### src/rtl/loop_branch_pkg.sv
package loop_branch_pkg;
    localparam int WORD_W = 16;
    localparam int DISP_W = 8;

    localparam logic [7:0] OP_LOOP_FLAG_CLR = 8'hE0;
    localparam logic [7:0] OP_LOOP_FLAG_SET = 8'hE1;
    localparam logic [7:0] OP_LOOP_PLAIN    = 8'hE2;

    typedef struct packed {
        logic [WORD_W-1:0] count;
        logic [WORD_W-1:0] ip;
        logic              taken;
        logic              zf;
    } loop_result_t;
endpackage

### src/rtl/loop_cond_eval.sv
module loop_cond_eval #(
    parameter int W        = 16,
    parameter bit PLAIN_EN = 1'b1
) (
    input  logic [7:0]   opcode_i,
    input  logic [W-1:0] count_i,
    input  logic         zf_i,
    output logic [W-1:0] count_dec_o,
    output logic         take_o,
    output logic         legal_o
);
    import loop_branch_pkg::*;

    logic nonzero;
    logic plain_ok;

    generate
        if (PLAIN_EN) begin : g_plain
            assign plain_ok = 1'b1;
        end else begin : g_no_plain
            assign plain_ok = 1'b0;
        end
    endgenerate

    always_comb begin
        count_dec_o = count_i - W'(1);
        nonzero     = |count_dec_o;
        take_o      = 1'b0;
        legal_o     = 1'b0;
        case (opcode_i)
            OP_LOOP_FLAG_CLR: begin
                legal_o = 1'b1;
                take_o  = nonzero & ~zf_i;
            end
            OP_LOOP_FLAG_SET: begin
                legal_o = 1'b1;
                take_o  = nonzero & zf_i;
            end
            OP_LOOP_PLAIN: begin
                legal_o = plain_ok;
                take_o  = nonzero & plain_ok;
            end
            default: begin
                legal_o = 1'b0;
                take_o  = 1'b0;
            end
        endcase
    end
endmodule

### src/rtl/loop_target_calc.sv
module loop_target_calc #(
    parameter int W  = 16,
    parameter int DW = 8
) (
    input  logic [W-1:0]  ip_i,
    input  logic [DW-1:0] disp_i,
    output logic [W-1:0]  target_o
);
    logic [W-1:0] disp_ext;

    always_comb begin
        disp_ext = {{(W-DW){disp_i[DW-1]}}, disp_i};
        target_o = ip_i + disp_ext;
    end
endmodule

### src/rtl/loop_cycle_timer.sv
module loop_cycle_timer #(
    parameter int LONG_CYC  = 11,
    parameter int SHORT_CYC = 5
) (
    input  logic clk,
    input  logic rst_n,
    input  logic load_i,
    input  logic long_i,
    output logic busy_o,
    output logic last_o
);
    localparam int CNT_W = (LONG_CYC > 1) ? $clog2(LONG_CYC) : 1;
    localparam logic [CNT_W-1:0] LONG_LOAD  = CNT_W'(LONG_CYC - 1);
    localparam logic [CNT_W-1:0] SHORT_LOAD = CNT_W'(SHORT_CYC - 1);

    typedef struct packed {
        logic             busy;
        logic [CNT_W-1:0] rem;
    } timer_t;

    timer_t tmr_d, tmr_q;

    always_comb begin
        tmr_d = tmr_q;
        if (!tmr_q.busy) begin
            if (load_i) begin
                tmr_d.busy = 1'b1;
                tmr_d.rem  = long_i ? LONG_LOAD : SHORT_LOAD;
            end
        end else if (tmr_q.rem == '0) begin
            tmr_d.busy = 1'b0;
        end else begin
            tmr_d.rem = tmr_q.rem - CNT_W'(1);
        end
    end

    always_ff @(posedge clk or negedge rst_n) begin
        if (!rst_n) tmr_q <= '0;
        else        tmr_q <= tmr_d;
    end

    assign busy_o = tmr_q.busy;
    assign last_o = tmr_q.busy && (tmr_q.rem == '0);

    // the countdown never exceeds the longest cost
    a_r6_rem_bound: assert property (@(posedge clk) disable iff (!rst_n)
        tmr_q.busy |-> (tmr_q.rem <= LONG_LOAD));

    // a running interval keeps counting down, regardless of new loads
    a_r9_steady_count: assert property (@(posedge clk) disable iff (!rst_n)
        (tmr_q.busy && tmr_q.rem != '0) |=> (tmr_q.busy && tmr_q.rem == $past(tmr_q.rem) - CNT_W'(1)));

    // the interval closes right after its last cycle
    a_r7_last_closes: assert property (@(posedge clk) disable iff (!rst_n)
        last_o |=> !tmr_q.busy);
endmodule

### src/rtl/loop_branch_unit.sv
module loop_branch_unit
    import loop_branch_pkg::*;
#(
    parameter int  TAKEN_CYC     = 11,
    parameter int  NOT_TAKEN_CYC = 5,
    parameter bit  PLAIN_LOOP_EN = 1'b1
) (
    input  logic              clk,
    input  logic              rst_n,
    input  logic              start_i,
    input  logic [7:0]        opcode_i,
    input  logic [DISP_W-1:0] disp_i,
    input  logic [WORD_W-1:0] ip_i,
    input  logic [WORD_W-1:0] count_i,
    input  logic              zf_i,
    output logic              busy_o,
    output logic              done_o,
    output logic              taken_o,
    output logic [WORD_W-1:0] count_o,
    output logic [WORD_W-1:0] ip_o,
    output logic              zf_o
);
    logic [WORD_W-1:0] count_dec;
    logic [WORD_W-1:0] target;
    logic              take;
    logic              legal;
    logic              accept;
    logic              busy;
    logic              last;

    loop_result_t res_d, res_q;

    loop_cond_eval #(.W(WORD_W), .PLAIN_EN(PLAIN_LOOP_EN)) u_cond (
        .opcode_i    (opcode_i),
        .count_i     (count_i),
        .zf_i        (zf_i),
        .count_dec_o (count_dec),
        .take_o      (take),
        .legal_o     (legal)
    );

    loop_target_calc #(.W(WORD_W), .DW(DISP_W)) u_target (
        .ip_i     (ip_i),
        .disp_i   (disp_i),
        .target_o (target)
    );

    assign accept = start_i && legal && !busy;

    loop_cycle_timer #(.LONG_CYC(TAKEN_CYC), .SHORT_CYC(NOT_TAKEN_CYC)) u_timer (
        .clk    (clk),
        .rst_n  (rst_n),
        .load_i (accept),
        .long_i (take),
        .busy_o (busy),
        .last_o (last)
    );

    always_comb begin
        res_d = res_q;
        if (accept) begin
            res_d.count = count_dec;
            res_d.ip    = take ? target : ip_i;
            res_d.taken = take;
            res_d.zf    = zf_i;
        end
    end

    always_ff @(posedge clk or negedge rst_n) begin
        if (!rst_n) res_q <= '0;
        else        res_q <= res_d;
    end

    assign busy_o  = busy;
    assign done_o  = last;
    assign taken_o = res_q.taken;
    assign count_o = res_q.count;
    assign ip_o    = res_q.ip;
    assign zf_o    = res_q.zf;

    // done only inside a busy interval
    a_r7_done_in_busy: assert property (@(posedge clk) disable iff (!rst_n)
        done_o |-> busy_o);

    // results stay put while nothing new is accepted
    a_r7_hold: assert property (@(posedge clk) disable iff (!rst_n)
        !accept |=> ($stable(count_o) && $stable(ip_o) && $stable(taken_o) && $stable(zf_o)));

    // a taken branch always leaves a nonzero count
    a_r4_taken_nonzero: assert property (@(posedge clk) disable iff (!rst_n)
        (done_o && taken_o) |-> (count_o != '0));

    // an unknown opcode never opens a busy interval
    a_r10_illegal_idle: assert property (@(posedge clk) disable iff (!rst_n)
        (!busy_o && start_i && !legal) |=> !busy_o);
endmodule

### config.mk
export PLATFORM = sky130hd
export DESIGN_NAME = loop_branch_unit
export DESIGN_NICKNAME = d
export VERILOG_FILES = /design/src/rtl/loop_branch_pkg.sv /design/src/rtl/loop_cond_eval.sv /design/src/rtl/loop_target_calc.sv /design/src/rtl/loop_cycle_timer.sv /design/src/rtl/loop_branch_unit.sv
export SDC_FILE = /design/constraint.sdc
export NUM_CORES = 1
export LEC_CHECK = 0
export BUFFER_PORTS_ARGS = -buffer_cell sky130_fd_sc_hd__buf_2
export CAP_MARGIN = 40
export CORE_UTILIZATION = 35
export CTS_CLUSTER_SIZE = 16
export DETAILED_ROUTE_END_ITERATION = 10
export SKIP_LAST_GASP = 1
export SYNTH_ARGS = -nofsm -noshare
export SYNTH_HDL_FRONTEND = slang
export SYNTH_SLANG_ARGS = --single-unit
### constraint.sdc
create_clock -name clk -period 3.78 [get_ports clk]
set_input_delay 0.756 -clock clk [delete_from_list [all_inputs] [get_ports clk]]
set_output_delay 0.756 -clock clk [all_outputs]
set_load 0.01 [all_outputs]
==> results by group <==
Outcome
  – Status: complete, no violations

Floorplanning
  – Row count: 32
  – Initial Util: 36.06%
  – Die ar.: 8322 µm²
  – I/O pins: 88
  – DIE WIDTH: 91.23 µm
  – Total core area: 7727 µm²
  – Die height: a little over 90 µm

Finish
  – Post-route cell area: about 3500 µm²
  – Antenna diode count: 0
  – Layout Cells excl Fill: slightly above 500
  – Share of cells above drive strength 1: 24.70%
  – Multi-input gate area: roughly 1700 µm²
  – Register area: 975.9 µm²
  – Most frequent cells in the layout: 87 x buf_2, 48 x nand2_1, 39 x dfrtp_1, 31 x o21ai_0, 24 x a21oi_1
  – Commonest non-fill, non-tap cell in the layout: buf_2
  – Nets: 488
  – Area growth from synthesis to layout: 24.25%
  – # fillers: 800

Synth
  – Mapped Nets: 405
  – Post-synth EDFFs: 0
  – Top cell type's share of synthesized area: approximately a third
  – Synth area leader: dfrtp_1
  – Syn. warnings: 0
  – Distinct cells, synth: 48
  – Area contributors post-synth: dfrtp_1 35%, ha_1 8.5%, xnor2_1 6.6%
  – Sequential area share after synthesis: 35.02%
  – Syn Inst Count: 333
  – Synth Cell Area: 2786 µm²
  – Synthesized area per cell: 8.368 µm²
  – Synth async-reset ratio: 100.0%
  – Flops & latches, synth: 39
  – Top_reg_cell synth: dfrtp_1

Timing
  – Worst slew pin tran: 752.6 ps
  – Period utilization: 84.10%
  – Final TNS setup: 0 ps
  – Clk_skew: 4.854 ps
  – Final Hold Vio Count: 0
  – Fin crit period: 3179 ps
  – Endpoints failing setup: 0
  – Slew Limit Headroom: 49.64%
  – RSZ-0062 raised after global routing: no
  – Hold_ws: 417.1 ps
  – Final Slew Violations: 0
  – FMAX: around 0.31 GHz

Worst setup path
  – Reg2reg end: ip_o[14]$_DFFE_PN0P_
  – Critical path type: in2reg
  – RR Startpoint: u_timer.busy_o$_DFF_PN0_
  – FF-to-FF setup slack: 2050 ps
  – Worst Path Required: 3930 ps
  – Startpoint types: primary input
  – Critical path endpoint category: flop
  – WP data arrival: between 3000 and 4000 ps
  – Worst r2r path cells: 6
  – Top fanout value on the critical path: 12

Placed design
  – Routability Congestion: approximately 0.8
  – Number of port buffers: 87
  – Inst Count DP: around 510
  – Cell Area, Placed: 3329 µm²
  – Post-DP HPWL: about 5300 µm

Clocking
  – Hold Buf Count CTS: 0
  – CTS tree: yes
  – Worst skew pair latency: 290 ps
  – Clock slew at reported path FFs: 80 ps
  – Num CTS Buffers: 5
  – Clock sinks: 39
  – CTS H-tree lvls: 2
  – CTS max path bufs: 2
  – Resized cells post-CTS: 0
  – Post-CTS Setup Inserts: 0
  – Clk root buf: clkbuf_8

GRT
  – Initial antenna violation count: 0
  – Vias in the first global route: 2542
  – Global-route wire length before repair: 11900 µm
  – Largest net degree at the start of global routing: 60
  – GRT overflow: 0
  – Gr usage total: 17.65%

Power and ir drop
  – LEAKAGE: between 1.5 and 2 nW
  – Maximum VDD drop: 0.1453 mV
  – Total power per unit cell area: 378.8 nW/µm²

Job
  – Maxcap violations: 0

Routing
  – Drt total wl: 7005 µm
  – ANT nets after route: 0
  – Avg WL per Cell: 13.50 µm
  – First-pass iteration count of the detailed router: 4
  – Vias: 2606
  – Initial drt markers: 87
  – DRC Markers: 0
  – Vias/cell: 5.021

Hold path
  – Hold WC Path Type: in2async
## Yosys cell counts, drive strengths merged (3+ instances only)
master and instances:
a211oi 5, a21oi 24, a31oi 5, buf 4, clkbuf 11, dfrtp 39
ha 19, inv 13, mux2i 8, nand2 48, nand2b 3, nand3 5
nand3b 3, nor2 23, nor2b 3, nor3 13, nor4 7, o21a 5
o21ai 35, o31ai 4, or3 5, xnor2 21, xor2 3
## critical path: stages
cell     delay (ps)
buf_2           110
or4_1           660
or3_1           540
o31ai_1         280
o31ai_1         140
o31ai_4         290
buf_4           250
a21oi_1          80
xnor2_1         150
o21ai_0          80
## logic make-up (layout without fill, tap and decap cells)
group / Yosys count / in the layout / share of synthesized area, %
muxes: 9 / 9 / 3.278
adders and majority gates: 20 / 20 / 9.250
DFF: 39 / 39 / 35.02
and+or+nand+nor: 122 / 122 / 20.79
xor gates and xnor gates: 24 / 24 / 7.544
AOI/OAI and AO/OA: 91 / 91 / 19.85
buffers and inverters: 28 / 112 / 4.266
## sequential cells by signal, indices dropped and copies added (netlist names)
signal	count
count_o	16
ip_o	16
taken_o	1
u_timer.busy_o	1
u_timer.tmr_q	4
zf_o	1
## routing by layer
layer	track usage [%]	vias to the layer above	wire (µm)
met4	5.688	0	110
li1	-	1349	-
met5	0	-	0
met3	3.434	9	277
met1	24.32	1187	3503
met2	27.78	61	3114
## worst max-delay path by stage
stage | startpoint | endpoint | slack, ps
3_3_place_gp | count_i[6] | ip_o[15]$_DFFE_PN0P_ | 390
5_1_grt | count_i[6] | ip_o[3]$_DFFE_PN0P_ | 410
6_report | count_i[6] | ip_o[15]$_DFFE_PN0P_ | 600
3_5_place_dp | count_i[6] | ip_o[15]$_DFFE_PN0P_ | 290
2_1_floorplan | count_i[6] | u_timer.tmr_q[3]$_DFFE_PN0P_ | 560
4_1_cts | count_i[6] | ip_o[15]$_DFFE_PN0P_ | 590
## final cells by class
type	instances	share of cell area (%)
clock buffers	6	2.096
clock inverters	2	1.735
inverters	13	1.409
multi-input cells	266	48.86
flip-flops and latches	39	28.19
well taps	102	3.686
repair buffers	91	14.02
## power breakdown
| part | switching (mW) | total, mW | internal (mW) |
|---|---|---|---|
| combinational | 0.203 | 0.371 | 0.168 |
| sequential | 0.0420 | 0.519 | 0.477 |
| clock | 0.158 | 0.422 | 0.264 |
## through the flow
stage                     worst slack (ps)  power [mW]  util (%)
after global routing                 414.7       1.401     44.80
after global placement               388.3      0.8876     42.73
after CTS                            594.6       1.328     44.80
final                                601.2       1.312     44.80
after floorplan                      561.2      0.7628         -
after detailed placement             289.5      0.8995     43.09
Power figures use the tool's default switching activity.
